File: src/rtl/bkpt_pkg.sv
package bkpt_pkg;

  typedef enum logic [1:0] {
    SEL_ADDR_HI = 2'd0,
    SEL_ADDR_LO = 2'd1,
    SEL_CTRL    = 2'd2,
    SEL_NONE    = 2'd3
  } reg_sel_e;

  localparam int unsigned CTRL_EN_BIT    = 0;
  localparam int unsigned CTRL_PULSE_BIT = 1;
  localparam int unsigned CTRL_STS_BIT   = 7;

  typedef struct packed {
    logic sts;
    logic pulse;
    logic en;
  } ctrl_t;

endpackage

File: src/rtl/bkpt_regfile.sv
module bkpt_regfile
  import bkpt_pkg::*;
#(
  parameter int unsigned ADDR_W = 16,
  parameter int unsigned DATA_W = 8
) (
  input  logic              clk,
  input  logic              rst_n,
  input  logic [1:0]        reg_sel,
  input  logic              reg_wr,
  input  logic              reg_rd,
  input  logic [DATA_W-1:0] reg_wdata,
  input  logic              hit,
  output logic [ADDR_W-1:0] bp_addr,
  output ctrl_t             ctrl,
  output logic [DATA_W-1:0] reg_rdata
);

  localparam int unsigned HI_W = ADDR_W - DATA_W;

  logic [HI_W-1:0]   hi_q, hi_d;
  logic [DATA_W-1:0] lo_q, lo_d;
  ctrl_t             ctrl_q, ctrl_d;
  logic              wr_hi, wr_lo, wr_ctrl, ctrl_ce;
  logic [DATA_W-1:0] rd_mux;

  // write decode and next state
  always_comb begin
    wr_hi   = reg_wr && (reg_sel == SEL_ADDR_HI);
    wr_lo   = reg_wr && (reg_sel == SEL_ADDR_LO);
    wr_ctrl = reg_wr && (reg_sel == SEL_CTRL);
    hi_d    = reg_wdata[HI_W-1:0];
    lo_d    = reg_wdata;
    ctrl_d  = ctrl_q;
    if (wr_ctrl) begin
      ctrl_d.en    = reg_wdata[CTRL_EN_BIT];
      ctrl_d.pulse = reg_wdata[CTRL_PULSE_BIT];
      if (reg_wdata[CTRL_STS_BIT]) ctrl_d.sts = 1'b0;
    end
    // a fresh hit outranks a clearing write
    if (hit) ctrl_d.sts = 1'b1;
    ctrl_ce = wr_ctrl || hit;
  end

  always_ff @(posedge clk or negedge rst_n) begin
    if (!rst_n) begin
      hi_q   <= '0;
      lo_q   <= '0;
      ctrl_q <= '0;
    end else begin
      if (wr_hi)   hi_q   <= hi_d;
      if (wr_lo)   lo_q   <= lo_d;
      if (ctrl_ce) ctrl_q <= ctrl_d;
    end
  end

  // read path, same-cycle
  always_comb begin
    rd_mux = '0;
    unique case (reg_sel)
      SEL_ADDR_HI: rd_mux[HI_W-1:0] = hi_q;
      SEL_ADDR_LO: rd_mux = lo_q;
      SEL_CTRL: begin
        rd_mux[CTRL_EN_BIT]    = ctrl_q.en;
        rd_mux[CTRL_PULSE_BIT] = ctrl_q.pulse;
        rd_mux[CTRL_STS_BIT]   = ctrl_q.sts;
      end
      default: rd_mux = '0;
    endcase
    reg_rdata = reg_rd ? rd_mux : '0;
  end

  assign bp_addr = {hi_q, lo_q};
  assign ctrl    = ctrl_q;

endmodule

File: src/rtl/bkpt_match.sv
module bkpt_match #(
  parameter int unsigned ADDR_W = 16
) (
  input  logic [ADDR_W-1:0] cpu_addr,
  input  logic              addr_vld,
  input  logic [ADDR_W-1:0] bp_addr,
  input  logic              en,
  output logic              hit
);

  logic addr_eq;

  always_comb begin
    addr_eq = (cpu_addr == bp_addr);
    hit     = en && addr_vld && addr_eq;
  end

endmodule

File: src/rtl/bkpt_pulse_gen.sv
module bkpt_pulse_gen #(
  parameter int unsigned PULSE_LEN = 8,
  parameter int unsigned CNT_W     = $clog2(PULSE_LEN + 1)
) (
  input  logic             clk,
  input  logic             rst_n,
  input  logic             en,
  input  logic             pulse_mode,
  input  logic             sts,
  input  logic             hit,
  output logic [CNT_W-1:0] cnt,
  output logic             brk_out
);

  localparam logic [CNT_W-1:0] LOAD_VAL = CNT_W'(PULSE_LEN);

  logic [CNT_W-1:0] cnt_q, cnt_d;
  logic             cnt_ce, running;

  always_comb begin
    running = (cnt_q != '0);
    cnt_d   = cnt_q;
    if (!en)                    cnt_d = '0;
    else if (hit && pulse_mode) cnt_d = LOAD_VAL;
    else if (running)           cnt_d = cnt_q - 1'b1;
    cnt_ce = !en || (hit && pulse_mode) || running;
  end

  always_ff @(posedge clk or negedge rst_n) begin
    if (!rst_n)      cnt_q <= '0;
    else if (cnt_ce) cnt_q <= cnt_d;
  end

  assign brk_out = en && (pulse_mode ? running : sts);
  assign cnt     = cnt_q;

endmodule

File: src/rtl/bkpt_trigger_unit.sv
module bkpt_trigger_unit
  import bkpt_pkg::*;
#(
  parameter int unsigned ADDR_W    = 16,
  parameter int unsigned DATA_W    = 8,
  parameter int unsigned PULSE_LEN = 8,
  localparam int unsigned CNT_W    = $clog2(PULSE_LEN + 1)
) (
  input  logic              clk,
  input  logic              rst_n,
  input  logic [ADDR_W-1:0] cpu_addr,
  input  logic              addr_vld,
  input  logic [1:0]        reg_sel,
  input  logic              reg_wr,
  input  logic              reg_rd,
  input  logic [DATA_W-1:0] reg_wdata,
  output logic [DATA_W-1:0] reg_rdata,
  output logic              brk_out
);

  logic [ADDR_W-1:0] bp_addr;
  ctrl_t             ctrl_q;
  logic              hit;
  logic [CNT_W-1:0]  pulse_cnt;
  logic              ctrl_en, ctrl_pulse, ctrl_sts;

  bkpt_regfile #(.ADDR_W(ADDR_W), .DATA_W(DATA_W)) u_regs (
    .clk       (clk),
    .rst_n     (rst_n),
    .reg_sel   (reg_sel),
    .reg_wr    (reg_wr),
    .reg_rd    (reg_rd),
    .reg_wdata (reg_wdata),
    .hit       (hit),
    .bp_addr   (bp_addr),
    .ctrl      (ctrl_q),
    .reg_rdata (reg_rdata)
  );

  assign ctrl_en    = ctrl_q.en;
  assign ctrl_pulse = ctrl_q.pulse;
  assign ctrl_sts   = ctrl_q.sts;

  bkpt_match #(.ADDR_W(ADDR_W)) u_match (
    .cpu_addr (cpu_addr),
    .addr_vld (addr_vld),
    .bp_addr  (bp_addr),
    .en       (ctrl_en),
    .hit      (hit)
  );

  bkpt_pulse_gen #(.PULSE_LEN(PULSE_LEN), .CNT_W(CNT_W)) u_pulse (
    .clk        (clk),
    .rst_n      (rst_n),
    .en         (ctrl_en),
    .pulse_mode (ctrl_pulse),
    .sts        (ctrl_sts),
    .hit        (hit),
    .cnt        (pulse_cnt),
    .brk_out    (brk_out)
  );

endmodule

File: config.mk
export PLATFORM = sky130hd
export DESIGN_NAME = bkpt_trigger_unit
export DESIGN_NICKNAME = d
export VERILOG_FILES = /design/src/rtl/bkpt_pkg.sv /design/src/rtl/bkpt_regfile.sv /design/src/rtl/bkpt_match.sv /design/src/rtl/bkpt_pulse_gen.sv /design/src/rtl/bkpt_trigger_unit.sv
export SDC_FILE = /design/constraint.sdc
export NUM_CORES = 1
export LEC_CHECK = 0
export ABC_AREA = 1
export BUFFER_PORTS_ARGS = -buffer_cell sky130_fd_sc_hd__buf_2
export CORE_UTILIZATION = 30
export CTS_CLUSTER_SIZE = 24
export DETAILED_ROUTE_END_ITERATION = 10
export GPL_TIMING_DRIVEN = 1
export PLACE_DENSITY = 0.52
export SLEW_MARGIN = 20
export SYNTH_ARGS = -nofsm -noshare
export SYNTH_HDL_FRONTEND = slang
export SYNTH_SLANG_ARGS = --single-unit
File: constraint.sdc
create_clock -name clk -period 1.7 [get_ports clk]
set_clock_uncertainty 0.05 [all_clocks]
set_input_delay 0.17 -clock clk [delete_from_list [all_inputs] [get_ports clk]]
set_output_delay 0.17 -clock clk [all_outputs]
set_load 0.03 [all_outputs]
==> flow_summary_export.csv <==
group,metric,value,unit
status,status,"completed",
worst_setup_path,endpoint_kind,"output port",
routing,drt-wirelength-per-cell,11.07,um
clocking,htree_levels,1,
grt,antenna_found_initial,0,
synth,syn_area,1484,um^2
timing,relSlewSlack,63.82,%
synth,yosysTopAreaCell,"dfrtp_1",
timing,finalSetupTns,0,ps
synth,yosysTopAreaCellShare,38.79,%
power_and_ir_drop,leakagePower,0.001034,uW
synth,ys_types,20,
worst_setup_path,crit_fanout,3,
place,dpl.hpwl,2737,um
timing,min_period_over_period,92.62,%
floorplan,initial_core_util,31.21,%
synth,synth_nets,245,
synth,synth_compound_area_share,12.98,%
place,placed_cell_area,1729,um^2
floorplan,placementRows,25,
clocking,tritoncts,"done",
synth,synth_xor_area_share,2.951,%
timing,fin_hold_ws,99.31,ps
synth,synth-adder-area-share,1.686,%
synth,synth_top_family_by_area,"simple AND/OR/NAND/NOR gates",
synth,yosys_register_bits,23,
synth,synth_warnings,0,
final_layout,antenna_cells,0,
synth,ys_seq_area_share,38.79,%
worst_setup_path,cp.arrival,1350,ps
power_and_ir_drop,p_total,1755,uW
power_and_ir_drop,sw_frac_of_total,37.81,%
synth,synth_ff_type,"dfrtp_1",
routing,drt_first_pass_iters,4,
routing,ant_nets,0,
clocking,cts_hold_buf,1,
clocking,cts_made_buffers,3,
synth,syn_avg_cell_area,7.000,um^2
grt,grt_max_degree,24,
clocking,clockBufferDepth,2,
clocking,cts_resized,0,
final_layout,stdcell_area,1784,um^2
timing,rsz0062_at_grt,"false",
grt,grtUsageTotal,14.70,%
worst_setup_path,crit_type,"flop to output port",
synth,async_reset_ff_share,100.0,%
place,place_congestion,0.7387,
place,dpl_worst_slack,291.3,ps
final_layout,final_cell_mix,"nand2_1 (75), inv_1 (41), buf_2 (39)",
power_and_ir_drop,p_int,1091,uW
clocking,cts-root-buf,"clkbuf_8",
synth,yosys.area_share.simple,30.27,%
final_layout,area_growth,20.24,%
timing,finalHoldViolCount,0,
timing,setup_viol,0,
routing,drt_wl_total,3542,um
place,io_buffers,39,
grt,grt_pass1_vias,1295,
final_layout,drive_gt1_share,22.13,%
power_and_ir_drop,comb_power_share,37.0,%
floorplan,die_area,5232,um^2
grt,grt.overflow.total,0,
flow_run,cap_violations,0,
timing,worst_pin_slew,542.7,ps
final_layout,fillers,547,
grt,grt_pass1_wl,5823,um
timing,fmax,0.6351,GHz
floorplan,die_w,72.33,um
routing,drc,0,
power_and_ir_drop,pwr_density_cell,983.5,nW/um^2
power_and_ir_drop,pwr-share-clk,19.6,%
timing,fin_crit,1575,ps
timing,maxSlewViolCount,0,
final_layout,final_nets,287,
synth,synth_area_leaders,"dfrtp_1 (39%), nand2_1 (19%), inv_1 (10%)",
floorplan,design.core.area,4755,um^2
final_layout,final_common_cell,"nand2_1",
synth,synth_edf_count,0,
worst_setup_path,start_kind,"flop",
timing,setup_ws,125.4,ps
power_and_ir_drop,p_seq_share,43.4,%
floorplan,io_pins,40,
routing,drt_first_iter_violations,37,
power_and_ir_drop,peakVddDrop,0.0003959,V
clocking,clk_latency,270,ps
synth,synth_mux_area_share,0.6745,%
worst_setup_path,worst_ep_required_time,1480,ps
synth,netlist_instances,212,
routing,vias_per_cell,4.231,
clocking,clkTransAtPathRegs,80,ps
power_and_ir_drop,p_switching,663.5,uW
floorplan,die_h,72.33,um
min_path,hp-class,"primary input to flop",
clocking,cts_setup_buffers,0,
clocking,cts.sinks,23,
routing,vias,1354,
==> power by group through the flow <==
stage / sequential (uW) / combinational, uW / clock (uW)
final: 761 / 649 / 345
after global routing: 779 / 750 / 374
after CTS: 761 / 658 / 358
after detailed placement: 773 / 649 / 0
after global placement: 770 / 645 / 0
after floorplan: 745 / 503 / 0
==> synthesized netlist by cell type, types with 2 or more instances <==
master	n
a21oi_1	6
buf_6	3
dfrtp_1	23
ha_1	2
inv_1	41
nand2_1	75
nand2_4	2
nand3_1	9
nor2_1	13
nor2_4	2
nor3_1	2
o21ai_0	16
o21ai_2	8
xor2_1	4
==> path summary, 6_finish.rpt <==
path | slack (ps) | from | to | depth (start not counted)
min | 100 | reg_wdata[5] | u_regs.lo_q[5] | 3
min in group asynchronous | 350 | rst_n | u_regs.hi_q[4] | 2
max reg2reg | 310 | u_regs.lo_q[1] | u_pulse.cnt[0] | 6
min reg2reg | 480 | u_regs.hi_q[3] | u_regs.hi_q[3] | 2
max in group asynchronous | 880 | rst_n | u_pulse.cnt[2] | 2
max | 130 | u_pulse.cnt[0] | brk_out | 6
==> critical path: stages, from the launching register on <==
cell and delay [ps]:
dfrtp_1 390, inv_1 80, ha_1 220, nand3_1 90
o211ai_1 80, inv_1 60, buf_2 180
==> cells by family (layout without fill, tap and decap cells) <==
kind of cell | after synthesis | in the layout
flip-flops | 23 | 23
AND/OR/NAND/NOR | 105 | 105
AO/OA/AOI/OAI | 32 | 32
XOR/XNOR | 5 | 5
multiplexers | 1 | 1
adder cells (fa/ha/maj) | 2 | 2
buffers and inverters | 44 | 85
==> metal layers <==
layer / global-route usage [%] / wire [um] / vias to the layer above
met5: 0 / 0 / -
met4: 5.882 / 36 / 0
met3: 1.250 / 145 / 4
met1: 19.93 / 1672 / 586
met2: 24.20 / 1688 / 36
li1: - / - / 728
==> registers in the layout (all words and copies together), names as in the netlist <==
name / cells
u_pulse.cnt: 4
u_regs.ctrl: 3
u_regs.lo_q: 8
u_regs.hi_q: 8
==> stage by stage <==
step | cells | utilization (%)
detailed placement | 315 | 36.37
finish | 320 | 37.53
floorplan | 212 | -
global route | 320 | 37.53
CTS | 320 | 37.53
global placement | 315 | 36.37
==> layout make-up <==
type	instances	area, um^2	share of cell area (%)
multi-input combinational	145	720.7	40.39
sequential	23	575.6	32.26
timing repair buffer	40	205.2	11.50
inverter	41	153.9	8.626
tap	67	83.83	4.698
clock buffer	4	45.04	2.525
Power figures use the tool's default switching activity.
